===== config.mk =====
export PLATFORM = sky130hd
export DESIGN_NAME = ecc_err_capture
export DESIGN_NICKNAME = d
export VERILOG_FILES = /design/src/rtl/ecc_cap_pkg.sv /design/src/rtl/ecc_cap_arb.sv /design/src/rtl/ecc_cap_slot.sv /design/src/rtl/ecc_cap_cfg.sv /design/src/rtl/ecc_err_capture.sv
export SDC_FILE = /design/constraint.sdc
export NUM_CORES = 1
export LEC_CHECK = 0
export BUFFER_PORTS_ARGS = -buffer_cell sky130_fd_sc_hd__buf_2
export CELL_PAD_IN_SITES_DETAIL_PLACEMENT = 1
export CELL_PAD_IN_SITES_GLOBAL_PLACEMENT = 1
export CORE_UTILIZATION = 29
export CTS_BUF_LIST = sky130_fd_sc_hd__clkbuf_16
export DETAILED_ROUTE_END_ITERATION = 12
export PLACE_DENSITY_LB_ADDON = 0.1
export REMOVE_ABC_BUFFERS = 1
export SLEW_MARGIN = 25
export SYNTH_ARGS = -nofsm -noshare
export SYNTH_HDL_FRONTEND = slang
export SYNTH_SLANG_ARGS = --single-unit

===== constraint.sdc =====
create_clock -name clk -period 1.9 [get_ports clk]
set_input_delay 0.19 -clock clk [delete_from_list [all_inputs] [get_ports clk]]
set_output_delay 0.19 -clock clk [all_outputs]
set_load 0.01 [all_outputs]

===== src/rtl/ecc_cap_pkg.sv =====
package ecc_cap_pkg;
  localparam int unsigned REG_W       = 32;
  localparam int unsigned SLOT_W      = 4;
  localparam int unsigned SLOTS_PER   = 4;
  localparam int unsigned IDX_ADDR    = 0;
  localparam int unsigned IDX_SYN0    = 1;
  localparam int unsigned IDX_SYN1    = 2;
  localparam int unsigned IDX_BANK    = 3;
  localparam logic [2:0]  ETYPE_NONE  = 3'b000;
  localparam logic [2:0]  ETYPE_UNC   = 3'b010;

  // LSB-0 positions of the MSB-0 field layout
  function automatic int unsigned type_top(input int unsigned slot);
    return REG_W - 1 - SLOT_W * slot;
  endfunction
  function automatic int unsigned rw_pos(input int unsigned slot);
    return REG_W - SLOT_W - SLOT_W * slot;
  endfunction
  function automatic int unsigned lock_pos(input int unsigned slot);
    return 15 - slot;
  endfunction
  function automatic int unsigned bank_pos(input int unsigned b);
    return 15 - b;
  endfunction
endpackage


===== src/rtl/ecc_cap_arb.sv =====
module ecc_cap_arb #(
  parameter int unsigned N_SRC = 8,
  localparam int unsigned IW   = (N_SRC > 1) ? $clog2(N_SRC) : 1
) (
  input  logic [N_SRC-1:0] req,
  output logic             any,
  output logic [IW-1:0]    win
);
  // lowest index has priority
  always_comb begin
    any = |req;
    win = '0;
    for (int i = N_SRC - 1; i >= 0; i--) begin
      if (req[i]) win = IW'(i);
    end
  end
endmodule


===== src/rtl/ecc_cap_slot.sv =====
module ecc_cap_slot
  import ecc_cap_pkg::*;
(
  input  logic       clk,
  input  logic       rst_n,
  input  logic       rec_hit,
  input  logic       rec_rd,
  input  logic       lock_set,
  input  logic [2:0] clr_type,
  input  logic       clr_rw,
  input  logic       clr_lock,
  output logic [2:0] type_q,
  output logic       rw_q,
  output logic       lock_q
);
  logic       empty, rec, en;
  logic [2:0] type_d;
  logic       rw_d, lock_d;

  always_comb begin
    empty  = (type_q == ETYPE_NONE);
    rec    = rec_hit & empty;
    en     = rec | lock_set | (|clr_type) | clr_rw | clr_lock;
    type_d = rec ? ETYPE_UNC : (type_q & ~clr_type);
    rw_d   = rec ? rec_rd : (rw_q & ~clr_rw);
    lock_d = lock_set | (lock_q & ~clr_lock);
  end

  always_ff @(posedge clk or negedge rst_n) begin
    if (!rst_n) begin
      type_q <= ETYPE_NONE;
      rw_q   <= 1'b0;
      lock_q <= 1'b0;
    end else if (en) begin
      type_q <= type_d;
      rw_q   <= rw_d;
      lock_q <= lock_d;
    end
  end
endmodule


===== src/rtl/ecc_cap_cfg.sv =====
module ecc_cap_cfg
  import ecc_cap_pkg::*;
#(
  parameter int unsigned IDX_W = 12
) (
  input  logic             clk,
  input  logic             rst_n,
  input  logic             cfg_wr,
  input  logic             cfg_sel,
  input  logic [REG_W-1:0] cfg_wdata,
  input  logic [REG_W-1:0] addr_word,
  input  logic [REG_W-1:0] syn0_word,
  input  logic [REG_W-1:0] syn1_word,
  input  logic [REG_W-1:0] bank_word,
  output logic [IDX_W-1:0] idx_q,
  output logic [1:0]       syn_clr_en,
  output logic             bank_clr_en,
  output logic [REG_W-1:0] cfg_rdata
);
  logic             idx_en, data_wr;
  logic [IDX_W-1:0] idx_d;

  always_comb begin
    idx_en        = cfg_wr & ~cfg_sel;
    idx_d         = cfg_wdata[IDX_W-1:0];
    data_wr       = cfg_wr & cfg_sel;
    syn_clr_en[0] = data_wr && (idx_q == IDX_W'(IDX_SYN0));
    syn_clr_en[1] = data_wr && (idx_q == IDX_W'(IDX_SYN1));
    bank_clr_en   = data_wr && (idx_q == IDX_W'(IDX_BANK));
  end

  always_ff @(posedge clk or negedge rst_n) begin
    if (!rst_n)      idx_q <= '0;
    else if (idx_en) idx_q <= idx_d;
  end

  always_comb begin
    cfg_rdata = '0;
    if (!cfg_sel) begin
      cfg_rdata = REG_W'(idx_q);
    end else begin
      if (idx_q == IDX_W'(IDX_ADDR)) cfg_rdata = addr_word;
      if (idx_q == IDX_W'(IDX_SYN0)) cfg_rdata = syn0_word;
      if (idx_q == IDX_W'(IDX_SYN1)) cfg_rdata = syn1_word;
      if (idx_q == IDX_W'(IDX_BANK)) cfg_rdata = bank_word;
    end
  end
endmodule


===== src/rtl/ecc_err_capture.sv =====
module ecc_err_capture
  import ecc_cap_pkg::*;
#(
  parameter int unsigned N_MASTERS = 8,
  parameter int unsigned ADDR_W    = 32,
  parameter int unsigned N_BANKS   = 4,
  parameter int unsigned IDX_W     = 12
) (
  input  logic                                    clk,
  input  logic                                    rst_n,
  input  logic [N_MASTERS-1:0]                    err_valid,
  input  logic [N_MASTERS-1:0]                    err_uncorr,
  input  logic [N_MASTERS-1:0]                    err_is_read,
  input  logic [N_MASTERS-1:0]                    err_lock_req,
  input  logic [N_MASTERS*ADDR_W-1:0]             err_addr,
  input  logic [N_MASTERS*$clog2(N_BANKS)-1:0]    err_bank,
  input  logic                                    cfg_wr,
  input  logic                                    cfg_sel,
  input  logic [31:0]                             cfg_wdata,
  output logic [31:0]                             cfg_rdata,
  output logic                                    lock_held
);
  localparam int unsigned BANK_W = $clog2(N_BANKS);
  localparam int unsigned MIDX_W = (N_MASTERS > 1) ? $clog2(N_MASTERS) : 1;
  localparam int unsigned N_SYN  = 2;

  logic                 any_err, cap_en;
  logic [MIDX_W-1:0]    win;
  logic [ADDR_W-1:0]    bear_q, bear_d;
  logic [N_MASTERS-1:0] lock_set, lock_vec;
  logic [2:0]           slot_type [N_MASTERS];
  logic [N_MASTERS-1:0] slot_rw;
  logic [N_BANKS-1:0]   bank_q, bank_d, bank_set, bank_clr;
  logic                 bank_en;
  logic [1:0]           syn_clr_en;
  logic                 bank_clr_en;
  logic [IDX_W-1:0]     cfg_idx_q;
  logic [REG_W-1:0]     addr_word, bank_word;
  logic [REG_W-1:0]     syn_word [N_SYN];

  ecc_cap_arb #(.N_SRC(N_MASTERS)) u_arb (
    .req (err_valid),
    .any (any_err),
    .win (win)
  );

  // address capture
  always_comb begin
    cap_en = any_err & ~lock_held;
    bear_d = err_addr[win*ADDR_W +: ADDR_W];
    for (int m = 0; m < N_MASTERS; m++) begin
      lock_set[m] = cap_en && (win == MIDX_W'(m)) && err_lock_req[m];
    end
  end

  always_ff @(posedge clk or negedge rst_n) begin
    if (!rst_n)      bear_q <= '0;
    else if (cap_en) bear_q <= bear_d;
  end

  // per-master syndrome slots
  for (genvar m = 0; m < N_MASTERS; m++) begin : g_slot
    localparam int unsigned SR = m / SLOTS_PER;
    localparam int unsigned SL = m % SLOTS_PER;
    localparam int unsigned TT = type_top(SL);
    localparam int unsigned RP = rw_pos(SL);
    localparam int unsigned LP = lock_pos(SL);
    logic [2:0] clr_type;
    logic       clr_rw, clr_lock;

    always_comb begin
      clr_type = cfg_wdata[TT -: 3] & {3{syn_clr_en[SR]}};
      clr_rw   = cfg_wdata[RP] & syn_clr_en[SR];
      clr_lock = cfg_wdata[LP] & syn_clr_en[SR];
    end

    ecc_cap_slot u_slot (
      .clk      (clk),
      .rst_n    (rst_n),
      .rec_hit  (err_valid[m] & err_uncorr[m]),
      .rec_rd   (err_is_read[m]),
      .lock_set (lock_set[m]),
      .clr_type (clr_type),
      .clr_rw   (clr_rw),
      .clr_lock (clr_lock),
      .type_q   (slot_type[m]),
      .rw_q     (slot_rw[m]),
      .lock_q   (lock_vec[m])
    );
  end

  assign lock_held = |lock_vec;

  // bank flags
  always_comb begin
    bank_set = '0;
    for (int m = 0; m < N_MASTERS; m++) begin
      if (err_valid[m]) bank_set[err_bank[m*BANK_W +: BANK_W]] = 1'b1;
    end
    for (int b = 0; b < N_BANKS; b++) begin
      bank_clr[b] = bank_clr_en & cfg_wdata[bank_pos(b)];
    end
    bank_en = (|bank_set) | (|bank_clr);
    bank_d  = (bank_q & ~bank_clr) | bank_set;
  end

  always_ff @(posedge clk or negedge rst_n) begin
    if (!rst_n)       bank_q <= '0;
    else if (bank_en) bank_q <= bank_d;
  end

  // register words
  always_comb begin
    addr_word = REG_W'(bear_q);
    for (int r = 0; r < N_SYN; r++) syn_word[r] = '0;
    for (int m = 0; m < N_MASTERS; m++) begin
      syn_word[m / SLOTS_PER][type_top(m % SLOTS_PER) -: 3] = slot_type[m];
      syn_word[m / SLOTS_PER][rw_pos(m % SLOTS_PER)]        = slot_rw[m];
      syn_word[m / SLOTS_PER][lock_pos(m % SLOTS_PER)]      = lock_vec[m];
    end
    bank_word = '0;
    for (int b = 0; b < N_BANKS; b++) bank_word[bank_pos(b)] = bank_q[b];
  end

  ecc_cap_cfg #(.IDX_W(IDX_W)) u_cfg (
    .clk         (clk),
    .rst_n       (rst_n),
    .cfg_wr      (cfg_wr),
    .cfg_sel     (cfg_sel),
    .cfg_wdata   (cfg_wdata),
    .addr_word   (addr_word),
    .syn0_word   (syn_word[0]),
    .syn1_word   (syn_word[1]),
    .bank_word   (bank_word),
    .idx_q       (cfg_idx_q),
    .syn_clr_en  (syn_clr_en),
    .bank_clr_en (bank_clr_en),
    .cfg_rdata   (cfg_rdata)
  );
endmodule


==> results.md, run 1 <==
- For this run, the total global-route usage over all layers was measured as 27.25%.
- The Yosys step of the flow raised 0 warnings.
- The die covers 24140 sq um.
- After detailed routing, the number of remaining DRC violations is 0.
- The root buffer cell chosen for the clock tree is sky130_fd_sc_hd__clkbuf_16.
- The arrival time reported for the critical path endpoint is 1.97 ns.
- The number of ports placed on the die boundary is 373.
- The sequential element share of the synthesized area is 32.28%.
- The number of enable-type register cells in the synthesized netlist is 0.
- The final global-route overflow total is 0.
- In this run the worst path has a maximum fanout of 8.
- The final count of hold timing violations is 0.
- For this run, asynchronously set or reset flops after synthesis account for 100.0%.
- The worst path required time is 1.71 ns.
- The number of port buffers is 372.
- From synthesis to final layout, the design area changed by 61.43%.
- The core occupancy in the finished layout is 48.20%.
- The total clock buffers created by CTS is 9.
- Max-cap violations in this run came to 0.
- The total wire length after detailed routing is 33470 microns.
- On the critical path, the stage with the largest delay is an instance of sky130_fd_sc_hd__dfrtp_1.
- The standard cell core area is 22850 sq um.
- The aggregate negative setup slack is -13.51 ns.
- The slew at the pin with the worst max-slew slack is 0.6458 ns.
- The share of post-route cells with drive strength above 1 is 60.79%.
- Setup violations remaining at the end of the flow were counted as 104.
- The total design power is 7.844 mW.
- The last weighted congestion value of the routability-driven placer is 0.8307.
- Power spread over the standard cell area amounts to 712.4 nW/um^2.
- Detailed placement ended at an HPWL of 24880 microns.
- IR analysis of the VDD net gives a maximum drop of 0.3057 mV.
- The remaining antenna violation count after routing is 0.
- The checks that failed: setup timing.
- In this run, synthesis produced a sequential element count of 88.
- The time the final worst path needs with I/O delays and setup is 2.163 ns.
- The worst min-delay path class is in -> reg.
- The via count of the first global-routing pass was 8590.
- The maximum clock frequency is 462.4 MHz.
- The run finished, with violations left.
- The via density per instance is 5.301.
- The worst slew margin relative to its limit is 56.55%.
- The number of buffer and inverter stages on the critical path is 3.
- The number of antenna violations at the first check in global routing was 4.
- For this design, the sink count on the clock tree is 88.
- The H-tree was split into 3 levels.
- The pin count of the biggest net entering global routing is 41.
- The via count of the routed design is 7994.
- In this design, the largest share of critical-path delay is due to simple AND/OR/NAND/NOR gates.
- The clock passes through at most 2 buffers.
- The die is 155.4 microns tall.
- The latest clock arrival within the worst-skew pair is 0.35 ns.
- After synthesis, the netlist uses 44 different library cells.
- Setup repair after global routing could not meet its margin everywhere.
- The initial DRC count is 361.
- Across all setup checks in the final design, the least slack found is -0.2626 ns.
- Walking the worst path, the cells encountered are nor4b_4 > buf_4 > nand3_4 > nor3_4 > buf_6 > nand2_1 > o21ai_1 > buf_2.
- The initial utilization of the core area, before any placement, comes to 29.86%.
- The area after detailed placement is 9673 sq um.
- The first detailed-routing pass took 4 iterations.
- Summed over all cells, the static leakage comes to 5.076 nW.
- The setup skew after layout is 0.009901 ns.
- The category of the critical setup timing path is reg -> out.
- The first global-routing pass estimated 49260 microns of wire.
- The summed area of non-filler cells in the final layout is 11010 sq um.
- STA classifies the critical path endpoint as an output port.
- The launching element type of the critical path is a flop.
- The die is 155.4 microns wide.
- The share of the clock period used by the worst path after layout is 113.8%.
- The floorplan has 55 rows.
- The average instance area after synthesis is 8.964 sq um.
- On the worst path, the slowest cell contributes a delay of 0.41 ns.
- The CTS tree is yes.
- Among all flip-flop cells after synthesis, the most frequent one is sky130_fd_sc_hd__dfrtp_1.
- The number of standard cells after synthesis is 761.
- The count of final max-slew check failures is 0.
- After the last flow step, the layout net total stands at 1526.
- The average wire length per cell after detail routing is 22.20 microns.
- Summing every instance area after synthesis gives 6822 sq um.
- The post-CTS clock slew at the launch and capture registers of the worst setup and hold paths is 0.07 ns.
==> metrics by stage <==
step	std cells	setup slack, ns	hold WS [ns]
2_1_floorplan	694	-1.220	-0.1056
3_3_place_gp	1461	-0.2275	0.2221
3_5_place_dp	1461	-0.2294	0.2222
4_1_cts	1497	-0.3095	0.01054
5_1_grt	1507	-0.3361	0.02397
6_report	1508	-0.2626	0.01928
==> metal layers <==
layer | routed length [microns] | vias up | global-route usage [%]
li1 | - | 3756 | -
met1 | 14100 | 3952 | 33.21
met2 | 17060 | 258 | 48.62
met3 | 1802 | 28 | 4.791
met4 | 513 | 0 | 8.263
met5 | 0 | - | 0
==> power by group <==
part	internal [mW]	leakage, nW	switching [mW]
combinational	1.68	3.90	1.57
sequential	2.41	1.04	0.380
clock	1.01	0.142	0.804
total	5.09	5.08	2.75
==> final timing paths <==
check,start,endpoint,slack [ns],cells past startpoint
worst max-delay path,u_cfg.idx_q[10],cfg_rdata[10],-0.26,8
worst min-delay path,cfg_wdata[17],g_slot[7].u_slot.type_q[0],0.02,2
worst max register to register,u_cfg.idx_q[10],g_slot[0].u_slot.type_q[1],-0.20,11
worst min register to register,bank_q[3],bank_q[3],0.50,2
max in group asynchronous,rst_n,g_slot[6].u_slot.type_q[1],0.88,3
min in group asynchronous,rst_n,addr_word[12],0.37,2
==> synthesized netlist by cell type, types with 8 or more instances <==
cell type | number | share of area (%)
sky130_fd_sc_hd__a21boi_0 | 17 | 1.9
sky130_fd_sc_hd__a21o_1 | 11 | 1.2
sky130_fd_sc_hd__a21oi_1 | 53 | 3.9
sky130_fd_sc_hd__a221o_1 | 64 | 9.4
sky130_fd_sc_hd__a221oi_1 | 34 | 4.4
sky130_fd_sc_hd__a32o_1 | 8 | 1.2
sky130_fd_sc_hd__buf_2 | 23 | 1.7
sky130_fd_sc_hd__clkbuf_1 | 37 | 2.0
sky130_fd_sc_hd__dfrtp_1 | 88 | 32
sky130_fd_sc_hd__inv_1 | 15 | 0.83
sky130_fd_sc_hd__mux2_2 | 65 | 11
sky130_fd_sc_hd__mux2i_1 | 16 | 2.3
sky130_fd_sc_hd__nand2_1 | 59 | 3.2
sky130_fd_sc_hd__nand2b_1 | 8 | 0.73
sky130_fd_sc_hd__nand3_1 | 17 | 1.2
sky130_fd_sc_hd__nor2_1 | 77 | 4.2
sky130_fd_sc_hd__nor2b_1 | 42 | 3.9
sky130_fd_sc_hd__nor3_1 | 9 | 0.66
sky130_fd_sc_hd__nor3_2 | 32 | 4.7
sky130_fd_sc_hd__nor4_1 | 12 | 1.1
sky130_fd_sc_hd__o21ai_0 | 33 | 2.4
==> cells in the final DEF, fill, tap and decap left out, drive strengths merged, types with 4 or more instances in the layout <==
master / instances
a21boi: 17
a21o: 11
a21oi: 54
a221o: 64
a221oi: 35
a32o: 8
buf: 480
clkbuf: 9
dfrtp: 88
diode: 4
inv: 17
mux2: 65
mux2i: 16
mux4: 4
nand2: 59
nand2b: 8
nand3: 17
nor2: 77
nor2b: 42
nor3: 41
nor4: 13
o21ai: 33
o22ai: 4
==> final cells by class <==
| cell class | count | area (sq um) |
|---|---|---|
| multi-input cells | 591 | 4923 |
| clock buffers | 9 | 225.2 |
| diodes | 4 | 10.01 |
| fillers | 2747 | 11840 |
| clock inverters | 7 | 62.56 |
| well taps | 313 | 391.6 |
| flip-flops and latches | 88 | 2203 |
| repair buffers | 481 | 3139 |
| inverters | 15 | 56.30 |
==> cells by family after synthesis <==
logic type / count (synthesis) / synth area share (%)
simple gates: 274 / 21.88
compound gates: 232 / 26.17
flops: 88 / 32.28
mux: 85 / 14.40
buf+inv: 82 / 5.264
==> flip-flops by register name (all words and copies together) (netlist names) <==
name and cells:
addr_word 32, bank_q 4, g_slot.u_slot.lock_q 8, g_slot.u_slot.rw_q 8, g_slot.u_slot.type_q 24, u_cfg.idx_q 12
==> repair_timing <==
item,CTS,global route
setup buffers,11,16
setup endpoints to repair,97,109
hold buffers,1,0
gates resized for setup,124,87
hold endpoints to repair,38,0
pin swaps,55,20
gates cloned,8,0
Note: power is estimated with default switching activity, not from simulation.
==> run 2, diff against run 1 <==
- CORE_UTILIZATION: 29 -> 32
- clock period: 1.9 -> 2.1 ns (I/O delays scaled with it)
==> run 2 against run 1 <==
The flow still finishes with violations (setup timing). Clock power is 14% lower. Cell area decreased by 8.0%. Critical path depth unchanged. Global-route usage is 0.47 points higher. First-iteration DRC count shrank 19%. Total power is 15% lower. Die area fell by 9.3%. Critical endpoint is now cfg_rdata[4].
==> results.md, run 2 (synthesis results as in run 1) <==
- The run finished, with violations left.
- The checks that failed: setup timing.
- The top cell types in the final layout, fill and taps aside, are sky130_fd_sc_hd__buf_2, sky130_fd_sc_hd__dfrtp_1, sky130_fd_sc_hd__nor2_1.
- The die span in y is 148.0 microns (-4.7%).
- The half-perimeter wire length after placement came to 23680 microns (-4.8%).
- The buffer depth of the longest clock path was 2 (unchanged).
- The largest stage delay on the critical path is 0.41 ns (about the same).
- The core occupancy in the finished layout is 48.33% (+0.13 points).
- The number of non-filler instances in the completed layout came to 1437 (-4.7%).
- TritonCTS built the clock tree.
- The via count of the routed design is 7844 (-1.9%).
- The total wire length after detailed routing came to 30600 microns (-8.6%).
- The number of rows created at floorplan is 53 (-3.6%).
- The time the final worst path needs with I/O delays and setup is 2.173 ns.
- The worst setup path is captured at an output port.
- The via density per instance is 5.459 (+3.0%).
- The number of ports placed on the die boundary is 373 (unchanged).
- The minimum setup slack in the final design is -0.07329 ns (+0.1894 ns).
- The pin count of the biggest net entering global routing was 45 (+9.8%).
- The maximum level of the CTS H-tree was 3 (unchanged).
- The maximum vdd ir drop came to 0.2976 mV (-2.6%).
- The worst hold margin is 0.04859 ns (+0.02932 ns).
- The final count of hold timing violations is 0 (unchanged).
- The setup violation total in the final timing report is 17 (-84%).
- The total clock buffers created by CTS is 9 (unchanged).
- The count of final max-slew check failures is 0 (unchanged).
- The setup slack of the worst register-to-register path is 0.04 ns (+0.24 ns).
- The max-cap violation count is 0 (unchanged).
- The number of antenna violations at the first check in global routing is 7 (+3).
- The total die area is 21910 sq um (-9.3%).
- The aggregate negative setup slack came to -0.6966 ns (+12.81 ns).
- The number of flip-flops under the largest register name is 32 (unchanged).
- The worst path required time is 1.89 ns (+0.18 ns).
- The overall routing resource usage is 27.72% (+0.47 points).
- The worst setup path is launched from a flop.
- The area after detailed placement came to 9423 sq um (-2.6%).
- The cell total after placement was 1405 (-3.8%).
- The average wire length per cell after detail routing was 21.29 microns (-4.1%).
- The last weighted congestion value of the routability-driven placer came to 0.8279 (-0.34%).
- The arrival time reported for the critical path endpoint is 1.96 ns (about the same).
- Clock tree synthesis selected as its root buffer the cell sky130_fd_sc_hd__clkbuf_16.
- The final routed DRC violation total was 0 (unchanged).
- The most common cell after layout, fill and taps aside is sky130_fd_sc_hd__buf_2.
- The worst slew margin relative to its limit is 16.09% (-40 points).
- The latest clock arrival within the worst-skew pair was 0.35 ns (about the same).
- The number of nets in the final layout was 1490 (-2.4%).
- The setup path with the least slack is of type reg -> out.
- The total design power was 6.645 mW (-15%).
- The number of port buffers is 372 (unchanged).
- The share of post-route cells with drive strength above 1 is 54.20% (-6.6 points).
- The slew at the pin with the worst max-slew slack is 1.256 ns (+0.6099 ns).
- The worst hold path belongs to the class in -> reg.
- The effective utilization at floorplan is 32.55% (+2.7 points).
- The largest fanout of any net on the critical path came to 8 (unchanged).
- The standard cell core area is 20960 sq um (-8.3%).
- The iteration count of the initial detailed-routing pass is 4 (unchanged).
- The horizontal die dimension is 148.0 microns (-4.7%).
- The total power density per cell area is 656.1 nW/um^2 (-7.9%).
- Setup repair after global routing could not meet its margin everywhere.
- The remaining antenna violation count after routing is 0 (unchanged).
- The final global-route overflow total is 0 (unchanged).
- Relative to the synthesized area, the layout overhead comes to 48.46%.
- The signal on the critical path passes through nor4b_4 > buf_4 > nand3_4 > nor3_4 > buf_6 > nand2_2 > o21ai_0 > buf_2.
- The share of the clock period used by the worst path after layout is 103.5%.
- The number of clock sinks is 88 (unchanged).
- The summed area of non-filler cells in the final layout was 10130 sq um (-8.0%).
- The leakage dissipation came to 4.753 nW (-6.4%).
- For this run, the top clock speed supported by timing is 460.1 MHz.
- The post-CTS clock slew at the launch and capture registers of the worst setup and hold paths is 0.07 ns (about the same).
- The count of fill cells added during filler insertion was 2515 (-8.4%).
- The cell type of the slowest stage on the worst timing path is sky130_fd_sc_hd__dfrtp_1.
- The initial DRC count is 293 (-19%).
- The via count of the first global-routing pass is 8149 (-5.1%).
- The setup skew after layout is 0.01148 ns (+0.001581 ns).
- The wire length of the first global-routing pass is 45840 microns (-6.9%).
- The worst slack after detailed placement was -0.1904 ns (+0.03902 ns).
==> run 2: final timing paths <==
kind | startpoint | endpoint | cells after the start
worst min register to register | g_slot[1].u_slot.type_q[1] | g_slot[1].u_slot.type_q[1] | 1
worst max register to register | u_cfg.idx_q[10] | g_slot[5].u_slot.rw_q | 7
worst min-delay path | cfg_wdata[17] | g_slot[7].u_slot.type_q[0] | 2
max in group asynchronous | rst_n | u_cfg.idx_q[1] | 3
min in group asynchronous | rst_n | g_slot[6].u_slot.lock_q | 2
worst max-delay path | u_cfg.idx_q[10] | cfg_rdata[4] | 8
==> run 2: routing by layer <==
layer / track usage [%] / vias up / part of all wire, %
li1: - / 3687 / -
met1: 34.18 / 3852 / 41
met2: 48.97 / 275 / 51
met3: 4.167 / 30 / 5.9
met4: 9.433 / 0 / 1.9
met5: 0 / - / 0
==> run 2: layout make-up <==
type / count / area (sq um) / share of cell area [%]
clock buffers: 9 / 225.2 / 2.224
clock inverters: 7 / 46.29 / 0.4571
well taps: 275 / 344.1 / 3.398
diodes: 7 / 17.52 / 0.1730
flip-flops and latches: 88 / 2203 / 21.76
inverters: 15 / 56.30 / 0.5560
multi-input cells: 591 / 4633 / 45.75
repair buffers: 445 / 2601 / 25.69
==> run 2: report_power, final <==
part           total (mW)  switching, mW  internal (mW)
clock network        1.56          0.752          0.804
registers            2.51          0.331           2.18
logic                2.58           1.29           1.29
==> run 2: worst max-delay path, delay by kind of cell, from the launching register on <==
kind	cells	cell delay (ns)
AND/OR/NAND/NOR	4	0.63
buffers and inverters	3	0.51
AO/OA/AOI/OAI	1	0.06
flip-flops	1	0.41
==> run 2: what timing repair did <==
| item | 4_1_cts | 5_1_grt |
|---|---|---|
| endpoints found under the setup margin | 65 | 68 |
| hold buffers | 1 | 0 |
| pin swaps | 5 | 17 |
| gates resized for setup | 21 | 67 |
| gates cloned | 0 | 1 |
| setup buffers | 3 | 5 |
| endpoints found under the hold margin | 13 | 0 |
